`src/rtl/bmv_pkg.sv`:
```
package bmv_pkg;

  // Field positions inside the command word (neighbour blocks decode these)
  localparam int TYPE_HI   = 31;
  localparam int TYPE_LO   = 30;
  localparam int PTR_BIT   = 29;
  localparam int TAB_BIT   = 28;
  localparam int OPC_BIT   = 27;
  localparam int PHASE_HI  = 26;
  localparam int PHASE_LO  = 24;

  typedef enum logic [1:0] {
    MODE_DIRECT = 2'd0,
    MODE_PTR    = 2'd1,
    MODE_TABLE  = 2'd2,
    MODE_BAD    = 2'd3
  } mode_e;

  typedef enum logic [1:0] {
    ST_IDLE     = 2'd0,
    ST_WAIT_PTR = 2'd1,
    ST_WAIT_CNT = 2'd2,
    ST_WAIT_ADR = 2'd3
  } state_e;

endpackage

```
`src/rtl/bmv_base_reg.sv`:
```
module bmv_base_reg #(
  parameter int DATA_W = 32
) (
  input  logic              clk,
  input  logic              rst,
  input  logic              load,
  input  logic [DATA_W-1:0] value,
  output logic [DATA_W-1:0] base
);

  always_ff @(posedge clk) begin
    if (rst)       base <= '0;
    else if (load) base <= value;
  end

endmodule

```
`src/rtl/bmv_decode.sv`:
```
module bmv_decode
  import bmv_pkg::*;
#(
  parameter int DATA_W = 32,
  parameter int CNT_W  = 24,
  parameter int OFS_W  = 24
) (
  input  logic [DATA_W-1:0] word0,
  input  logic [DATA_W-1:0] word1,
  input  logic [DATA_W-1:0] base,
  output mode_e             mode,
  output logic [CNT_W-1:0]  inline_count,
  output logic [2:0]        phase,
  output logic              opcode,
  output logic [DATA_W-1:0] table_addr,
  output logic              misaligned
);

  localparam int BYTES   = DATA_W / 8;
  localparam int ALIGN_W = $clog2(BYTES);

  logic [DATA_W-1:0] disp_ext;
  logic [DATA_W-1:0] raw_sum;
  logic [1:0]        kind;

  // Sign extension of the displacement; upper word-1 bits are dropped
  generate
    if (OFS_W < DATA_W) begin : g_sext
      assign disp_ext = {{(DATA_W-OFS_W){word1[OFS_W-1]}}, word1[OFS_W-1:0]};
    end else begin : g_full
      assign disp_ext = word1;
    end
  endgenerate

  assign raw_sum = base + disp_ext;
  assign kind    = word0[TYPE_HI:TYPE_LO];

  always_comb begin
    if (kind != 2'b00)
      mode = MODE_BAD;
    else begin
      unique case ({word0[PTR_BIT], word0[TAB_BIT]})
        2'b00:   mode = MODE_DIRECT;
        2'b10:   mode = MODE_PTR;
        2'b01:   mode = MODE_TABLE;
        default: mode = MODE_BAD;
      endcase
    end
  end

  assign inline_count = word0[CNT_W-1:0];
  assign phase        = word0[PHASE_HI:PHASE_LO];
  assign opcode       = word0[OPC_BIT];
  assign misaligned   = |raw_sum[ALIGN_W-1:0];
  assign table_addr   = {raw_sum[DATA_W-1:ALIGN_W], {ALIGN_W{1'b0}}};

endmodule

```
`src/rtl/bmv_fetch_seq.sv`:
```
module bmv_fetch_seq
  import bmv_pkg::*;
#(
  parameter int DATA_W = 32,
  parameter int CNT_W  = 24
) (
  input  logic              clk,
  input  logic              rst,
  input  logic              instr_valid,
  output logic              instr_ready,
  input  mode_e             mode,
  input  logic [CNT_W-1:0]  inline_count,
  input  logic [2:0]        phase,
  input  logic              opcode,
  input  logic [DATA_W-1:0] direct_addr,
  input  logic [DATA_W-1:0] table_addr,
  input  logic              misaligned,
  output logic              rd_req,
  output logic [DATA_W-1:0] rd_addr,
  input  logic              rd_valid,
  input  logic [DATA_W-1:0] rd_data,
  output logic              done,
  output logic [CNT_W-1:0]  xfer_count,
  output logic [DATA_W-1:0] xfer_addr,
  output logic [2:0]        xfer_phase,
  output logic              xfer_opcode,
  output logic              illegal,
  output logic              align_err
);

  localparam int BYTES   = DATA_W / 8;
  localparam int ALIGN_W = $clog2(BYTES);

  state_e           state;
  logic [CNT_W-1:0] cnt_hold;
  logic [2:0]       phase_hold;
  logic             opc_hold;
  logic             accept;

  assign instr_ready = (state == ST_IDLE);
  assign accept      = instr_valid && instr_ready;

  always_ff @(posedge clk) begin
    if (rst) begin
      state       <= ST_IDLE;
      cnt_hold    <= '0;
      phase_hold  <= '0;
      opc_hold    <= 1'b0;
      rd_req      <= 1'b0;
      rd_addr     <= '0;
      done        <= 1'b0;
      illegal     <= 1'b0;
      align_err   <= 1'b0;
      xfer_count  <= '0;
      xfer_addr   <= '0;
      xfer_phase  <= '0;
      xfer_opcode <= 1'b0;
    end else begin
      done      <= 1'b0;
      illegal   <= 1'b0;
      align_err <= 1'b0;
      unique case (state)
        ST_IDLE: begin
          if (accept) begin
            phase_hold <= phase;
            opc_hold   <= opcode;
            cnt_hold   <= inline_count;
            unique case (mode)
              MODE_DIRECT: begin
                xfer_count  <= inline_count;
                xfer_addr   <= direct_addr;
                xfer_phase  <= phase;
                xfer_opcode <= opcode;
                done        <= 1'b1;
              end
              MODE_PTR: begin
                rd_req  <= 1'b1;
                rd_addr <= direct_addr;
                state   <= ST_WAIT_PTR;
              end
              MODE_TABLE: begin
                rd_req    <= 1'b1;
                rd_addr   <= table_addr;
                align_err <= misaligned;
                state     <= ST_WAIT_CNT;
              end
              default: illegal <= 1'b1;
            endcase
          end
        end
        ST_WAIT_CNT: begin
          if (rd_valid) begin
            cnt_hold <= rd_data[CNT_W-1:0];
            rd_addr  <= rd_addr + DATA_W'(BYTES);
            state    <= ST_WAIT_ADR;
          end
        end
        ST_WAIT_PTR, ST_WAIT_ADR: begin
          if (rd_valid) begin
            xfer_addr   <= rd_data;
            xfer_count  <= cnt_hold;
            xfer_phase  <= phase_hold;
            xfer_opcode <= opc_hold;
            done        <= 1'b1;
            rd_req      <= 1'b0;
            state       <= ST_IDLE;
          end
        end
        default: state <= ST_IDLE;
      endcase
    end
  end

  // a pending read keeps its request and address until answered
  a_r8_req_held: assert property (@(posedge clk) disable iff (rst)
    (rd_req && !rd_valid) |=> (rd_req && $stable(rd_addr)));

  // no acceptance while a read is outstanding
  a_r9_busy_not_ready: assert property (@(posedge clk) disable iff (rst)
    rd_req |-> !instr_ready);

  // a rejected instruction produces no read, no done, no new result
  a_r6_illegal_quiet: assert property (@(posedge clk) disable iff (rst)
    illegal |-> (!done && !rd_req && $stable(xfer_count) && $stable(xfer_addr)));

  // table-mode reads are always word aligned
  a_r7_table_aligned: assert property (@(posedge clk) disable iff (rst)
    (rd_req && state != ST_WAIT_PTR) |-> (rd_addr[ALIGN_W-1:0] == '0));

  // the address read follows the count read at the next word
  a_r4_next_word: assert property (@(posedge clk) disable iff (rst)
    (state == ST_WAIT_CNT && rd_valid) |=> (rd_req && rd_addr == $past(rd_addr) + DATA_W'(BYTES)));

  // results are only presented once all reads are complete
  a_r2_done_idle: assert property (@(posedge clk) disable iff (rst)
    done |-> (!rd_req && instr_ready));

endmodule

```
`src/rtl/bmove_operand_resolver.sv`:
```
module bmove_operand_resolver
  import bmv_pkg::*;
#(
  parameter int DATA_W = 32,
  parameter int CNT_W  = 24,
  parameter int OFS_W  = 24
) (
  input  logic              clk,
  input  logic              rst,
  input  logic              base_load,
  input  logic [DATA_W-1:0] base_value,
  input  logic              instr_valid,
  output logic              instr_ready,
  input  logic [DATA_W-1:0] instr_word0,
  input  logic [DATA_W-1:0] instr_word1,
  output logic              rd_req,
  output logic [DATA_W-1:0] rd_addr,
  input  logic              rd_valid,
  input  logic [DATA_W-1:0] rd_data,
  output logic              done,
  output logic [CNT_W-1:0]  xfer_count,
  output logic [DATA_W-1:0] xfer_addr,
  output logic [2:0]        xfer_phase,
  output logic              xfer_opcode,
  output logic              illegal,
  output logic              align_err
);

  logic [DATA_W-1:0] base_q;
  mode_e             dec_mode;
  logic [CNT_W-1:0]  dec_count;
  logic [2:0]        dec_phase;
  logic              dec_opc;
  logic [DATA_W-1:0] dec_tab;
  logic              dec_mis;

  bmv_base_reg #(.DATA_W(DATA_W)) u_base (
    .clk   (clk),
    .rst   (rst),
    .load  (base_load),
    .value (base_value),
    .base  (base_q)
  );

  bmv_decode #(.DATA_W(DATA_W), .CNT_W(CNT_W), .OFS_W(OFS_W)) u_dec (
    .word0        (instr_word0),
    .word1        (instr_word1),
    .base         (base_q),
    .mode         (dec_mode),
    .inline_count (dec_count),
    .phase        (dec_phase),
    .opcode       (dec_opc),
    .table_addr   (dec_tab),
    .misaligned   (dec_mis)
  );

  bmv_fetch_seq #(.DATA_W(DATA_W), .CNT_W(CNT_W)) u_seq (
    .clk          (clk),
    .rst          (rst),
    .instr_valid  (instr_valid),
    .instr_ready  (instr_ready),
    .mode         (dec_mode),
    .inline_count (dec_count),
    .phase        (dec_phase),
    .opcode       (dec_opc),
    .direct_addr  (instr_word1),
    .table_addr   (dec_tab),
    .misaligned   (dec_mis),
    .rd_req       (rd_req),
    .rd_addr      (rd_addr),
    .rd_valid     (rd_valid),
    .rd_data      (rd_data),
    .done         (done),
    .xfer_count   (xfer_count),
    .xfer_addr    (xfer_addr),
    .xfer_phase   (xfer_phase),
    .xfer_opcode  (xfer_opcode),
    .illegal      (illegal),
    .align_err    (align_err)
  );

endmodule

```
`config.mk`:
```
export PLATFORM = sky130hd
export DESIGN_NAME = bmove_operand_resolver
export DESIGN_NICKNAME = d
export VERILOG_FILES = /design/src/rtl/bmv_pkg.sv /design/src/rtl/bmv_base_reg.sv /design/src/rtl/bmv_decode.sv /design/src/rtl/bmv_fetch_seq.sv /design/src/rtl/bmove_operand_resolver.sv
export SDC_FILE = /design/constraint.sdc
export NUM_CORES = 1
export LEC_CHECK = 0
export BUFFER_PORTS_ARGS = -buffer_cell sky130_fd_sc_hd__buf_2
export CAP_MARGIN = 20
export CORE_MARGIN = 10
export CORE_UTILIZATION = 44
export DETAILED_ROUTE_END_ITERATION = 12
export GPL_ROUTABILITY_DRIVEN = 0
export HOLD_SLACK_MARGIN = 0.02
export PLACE_DENSITY_LB_ADDON = 0.25
export SYNTH_ARGS = -nofsm -noshare
export SYNTH_HDL_FRONTEND = slang
export SYNTH_SLANG_ARGS = --single-unit
```
`constraint.sdc`:
```
create_clock -name clk -period 8.5 [get_ports clk]
set_input_delay 0 -clock clk [delete_from_list [all_inputs] [get_ports clk]]
set_output_delay 0 -clock clk [all_outputs]
set_load 0.01 [all_outputs]
```
======== Word level (Yosys, flattened, before mapping) ========
Cells that the tools add are included.
word-level totals
  flip-flop bits (word level) ............. 158
  bits in latches ......................... 0
  RAM bits ................................ 0
  memory bits (read-only) ................. 0
  input port bits ......................... 133
  output and inout bits ................... 97
  logic and storage cells ................. 90
  memories ................................ 0
operators by class
  $add $sub $neg .......................... 2
  $mul .................................... 0
  div/mod/pow operators ................... 0
  magnitude comparators ................... 0
  eq/ne operators ......................... 13
  shift-type cells ........................ 0
  muxes and demuxes ....................... 39
  bitwise logic cells ..................... 3
  reduce and logical (&&, ||, !) cells .... 19
operators by type and width
  kind                     count
  $pmux W32 S2             3
  $mux W32                 5
  $mux W24                 5
  $pmux W24 S2             2
  $add A32 B3 Y32 const B  1
  $add A32 B32 Y32         1
  $reduce_and A4 Y1        4
  $pmux W2 S3              2
  $mux W1                  10
  $ne A2 B2 Y1 const B     5
  $mux W3                  3
  $eq A2 B2 Y1 const B     4
  $mux W2                  4
  $eq A2 B1 Y1 const B     3
  $logic_not A2 Y1         3
  $pmux W1 S2              3
  $pmux W3 S2              1
  $reduce_bool A2 Y1       3
  $reduce_or A2 Y1         3
  $reduce_or A3 Y1         2
  $pmux W2 S2              1
  $reduce_or A4 Y1         1
  $ne A3 B3 Y1 const B     1
  $not A1 Y1               3
  3 further kinds          3

======== Logic depth before layout (Yosys ltp) ========
  depth after elaboration ................. 8
  depth in mapped cells ................... 11

======== Hierarchy ========
From an unflattened synthesis, not the netlist that was laid out.
second synthesis, totals
  cells, all modules ...................... 1174
  area total of the unflattened synthesis .. 9771.9 um^2
by module, submodules not included
  module         times used  cells each  area each (um^2)  seq. area each (um^2)
  bmv_fetch_seq  1           774         6434.9            2522.4
  bmv_decode     1           297         2173.3            0.0
  bmv_base_reg   1           103         1163.6            640.6

======== Worst setup path after synthesis ========
No wires, ideal clock.
  kind .................................... reg-to-reg
  start point ............................. register u_base.base[0]
  end point ............................... register u_seq.rd_addr[18]
  data arrival time ....................... 2.594 ns
  setup slack ............................. 5.791 ns
  cell stages (with the launch flop) ...... 12
  path buffers ............................ 0
  cell sequence ........................... dfxtp_1 > ha_1 > fa_1 > a21oi_1 > o211ai_1 > a221oi_2 > a21oi_2 > a31o_2 > a21oi_1 > xnor2_1 > mux2i_1 > a2111oi_0
between the ends
  word-level cells in the longest chain between the ends .. 4
RTL lines
  what                    line                 text
  from (decl)             bmv_base_reg.sv:8    output logic [DATA_W-1:0] base
  from (signal assigned)  bmv_base_reg.sv:13   else if (load) base <= value;
  $add A32 B32 Y32        bmv_decode.sv:35     assign raw_sum = base + disp_ext;
  $pmux W32 S2            bmv_fetch_seq.sv:68  unique case (mode)
  $mux W32                bmv_fetch_seq.sv:64  if (accept) begin
  $pmux W32 S2            bmv_fetch_seq.sv:62  unique case (state)
  to (signal assigned)    bmv_fetch_seq.sv:78  rd_addr <= direct_addr;
  to (signal assigned)    bmv_fetch_seq.sv:83  rd_addr <= table_addr;
  to (signal assigned)    bmv_fetch_seq.sv:94  rd_addr <= rd_addr + DATA_W'(BYTES);
  to (decl)               bmv_fetch_seq.sv:19  output logic [DATA_W-1:0] rd_addr,
Every way passes these cells. The select of a mux whose other input is x is not followed.
A chain may end at the register's enable or synchronous reset.

======== Worst setup path in the final report ========
  start point ............................. register u_seq.state[0]
  end point ............................... register u_seq.cnt_hold[17]
between the ends
  word-level cells in the longest chain between the ends .. 4
RTL lines
  what                                line                                      text
  from (decl)                         bmv_fetch_seq.sv:34                       state_e state;
  from (signal assigned)              bmv_fetch_seq.sv:45                       state <= ST_IDLE;
  from (signal assigned)              bmv_fetch_seq.sv:79                       state <= ST_WAIT_PTR;
  from (signal assigned)              bmv_fetch_seq.sv:85                       state <= ST_WAIT_CNT;
  $logic_not A2 Y1                    bmv_fetch_seq.sv:40, bmv_fetch_seq.sv:62
  $logic_and A1 B1 Y1                 bmv_fetch_seq.sv:41                       assign accept = instr_valid && instr_ready;
  $ne A2 B2 Y1 (no source line)       -
  $reduce_and A3 Y1 (no source line)  -
  to (signal assigned)                bmv_fetch_seq.sv:67                       cnt_hold <= inline_count;
  to (signal assigned)                bmv_fetch_seq.sv:93                       cnt_hold <= rd_data[CNT_W-1:0];
  to (decl)                           bmv_fetch_seq.sv:35                       logic [CNT_W-1:0] cnt_hold;
Several ways; a longest one is shown, not always the timed one.

==> out/results.ini <==
[synth]
synth_top_family_by_area = compound AO/OA/AOI/OAI gates
synth.avg_cell_area_um2 = 8.18
synthTopCellsByArea = dfxtp_1, mux2i_1, nor2_1
yosysTopAreaCell = dfxtp_1
synth.distinct_cells = 64
synthCells = 1082
synthMuxAreaShare_pct = 11.8
synth-simple-area-share_pct = 18.7
synth_edf_count = 0
synth_common_cells = nor2_1, dfxtp_1, nand2_1
synth-seq-cells = 158
ys.flop_type = dfxtp_1
synthesis.area_um2 = 8850
synth_compound_area_share_pct = 21.9
async_flop_share_pct = 0
synth.top_cell.area_share_pct = 35.7
synth_fa_ha_area_share_pct = 5.17
synth.most_common_cell = nor2_1
yosys.area_share.xor_xnor_pct = 2.87
yosysWarnings = 0
yosysSeqAreaShare_pct = 35.7
synthesis.nets = 1251

[global_route]
grt.total_usage_pct = 22.8
grt_pass1_wl_um = 48900
first_global_vias = 9074
grt_overflow = 0
antenna_found_initial = 1
grt_max_degree = 102

[clock_tree]
cts_root_buf = clkbuf_16
clockBufferDepth = 2
clkLatencyLatePin_ns = 0.43
cts_sinks = 158
cts_resized = 0
cts_buffers = 17
cts_tree = done
clkTransAtPathRegs_ns = 0.07
ctsHtreeMaxLevel = 4

[setup_path]
end_kind = flop
crit_arrival_ns = 4.11
worstPathMaxFanout = 56
crit_type = reg -> reg
crit_required_ns = 8.88
cp_top_family = buffers and inverters
worst_path_most_repeated_cell = buf_4
startpoint_type = flop
max_stage_delay_ns = 0.70
worstPathCellList = buf_4 > nor2b_4 > buf_4 > nand2_1 > nand2_1 > buf_4 > nor2_1 > a311oi_1 > dlygate4sd3_1
timing.critical_path.buf_inv = 4
crit_path_top_delay_cell = nor2b_4

[die]
start_util_pct = 45.0
die_y_um = 162
die_width_um = 162
dieArea_um2 = 26200
coreArea_um2 = 19700
rows = 51
io_pins = 230

[placement]
dp_hpwl_um = 21500
placed_area_um2 = 10100
place.port_buffers = 229
dpl_worst_slack_ns = 5.34
dp_cells = 1511

[timing]
fin_crit_ns = 3.73
hold_viol = 0
slew_viol_final = 0
worst_slack_ns = 4.77
rsz0062_at_grt = no
max_freq_mhz = 268
max_slew.worst_pin.slew_ns = 1.09
period_share_pct = 43.9
tns_ns = 0
fin_skew_ns = 0.00770
whs_ns = 0.0258
setup_violations = 0
slew-limit-headroom_pct = 27.3

[outcome]
status = finished clean

[pwr]
powerDensity_nw_per_um2 = 163
leakagePower_nw = 5.27
irDropWorstVdd_uv = 144
total_power_mw = 2.01

[routing]
route.detailed.drc = 0
vias = 9335
drt-initial-drc-count = 752
routedWlPerCell_um = 18.2
drt_first_pass_iters = 5
drt-total-wl_um = 30900
via_per_inst = 5.48
detail-route-antenna-nets = 0

[finish]
stdcell_area_um2 = 12300
nets = 1591
final_core_util_pct = 62.6
layout.cells.non_filler = 1702
syn2layout_area_growth_pct = 39.1
drive_above_1_share_pct = 20.2

[min_path]
hold_class = in -> reg

[flow_run]
maxCapViolCount = 0

-- cell families (layout without fill, tap and decap cells) --
| group | Yosys count | in the layout |
|---|---|---|
| compound gates | 285 | 285 |
| fa+ha+maj | 36 | 36 |
| simple gates | 380 | 380 |
| mux | 104 | 104 |
| other cells | 0 | 2 |
| flops | 158 | 158 |
| buf+inv | 90 | 443 |
| xor+xnor | 29 | 29 |
-- worst register-to-register path: cells and delay by family (launching register included) --
kind	cells	cell delay, ns
compound gates	1	0.28
simple gates	4	1.16
flops	1	0.42
buf+inv	4	1.83
-- worst paths after layout --
kind                    endpoint        startpoint  depth (start not counted)  slack, ns
min          u_seq.xfer_addr[19]   instr_word1[19]                          3       0.03
max           u_seq.cnt_hold[17]    u_seq.state[0]                          9       4.77
min reg2reg     u_seq.rd_addr[1]  u_seq.rd_addr[1]                          2       0.45
max reg2reg   u_seq.cnt_hold[17]    u_seq.state[0]                          9       4.77
-- sequential cells by signal, indices dropped and copies added, names as in the netlist, 2 cells and up --
signal	flops
u_seq.xfer_count	24
u_seq.xfer_addr	32
u_seq.rd_addr	32
u_seq.state	2
u_seq.xfer_phase	3
u_seq.cnt_hold	24
u_base.base	32
u_seq.phase_hold	3
-- layer usage --
metal | up-vias | wire length, µm | GRT usage (%)
li1 | 4626 | - | -
met1 | 4322 | 13700 | 29.4
met2 | 330 | 14100 | 36.3
met3 | 57 | 2260 | 5.84
met4 | 0 | 826 | 7.61
met5 | - | 0 | 0
-- placed cells by master, fill, tap and decap left out, types with 14 or more instances in the layout --
master,netlist,layout
dfxtp_1,158,157
o21ai_0,37,37
dlygate4sd3_1,0,157
a311oi_1,28,28
nor2_1,176,176
a21oi_1,74,73
mux2i_1,100,100
ha_1,35,35
nand3_1,25,25
a211oi_1,71,71
buf_2,0,228
clkbuf_16,0,17
nand2_1,110,109
xnor2_1,22,22
inv_1,17,17
nor3_1,14,14
-- area by class of cell --
cell class	instances	area [µm²]
Sequential cell	158	3170
Clock inverter	15	163
Clock buffer	17	425
Fill cell	1734	7350
Tap cell	265	332
Inverter	17	63.8
Timing Repair Buffer	394	2780
Multi-Input combinational cell	834	5370
Antenna cell	2	5.00
-- what timing repair did --
action / in CTS / in global routing
buffers inserted: 0 / 0
endpoints found under the hold margin: 134 / 0
hold buffers: 157 / 0
-- report_power, final --
group	internal, mW	switching [mW]	leakage [nW]
sequential	0.783	0.0309	1.29
clock	0.394	0.370	0.285
combinational	0.205	0.223	3.69
Power figures use the tool's default switching activity.
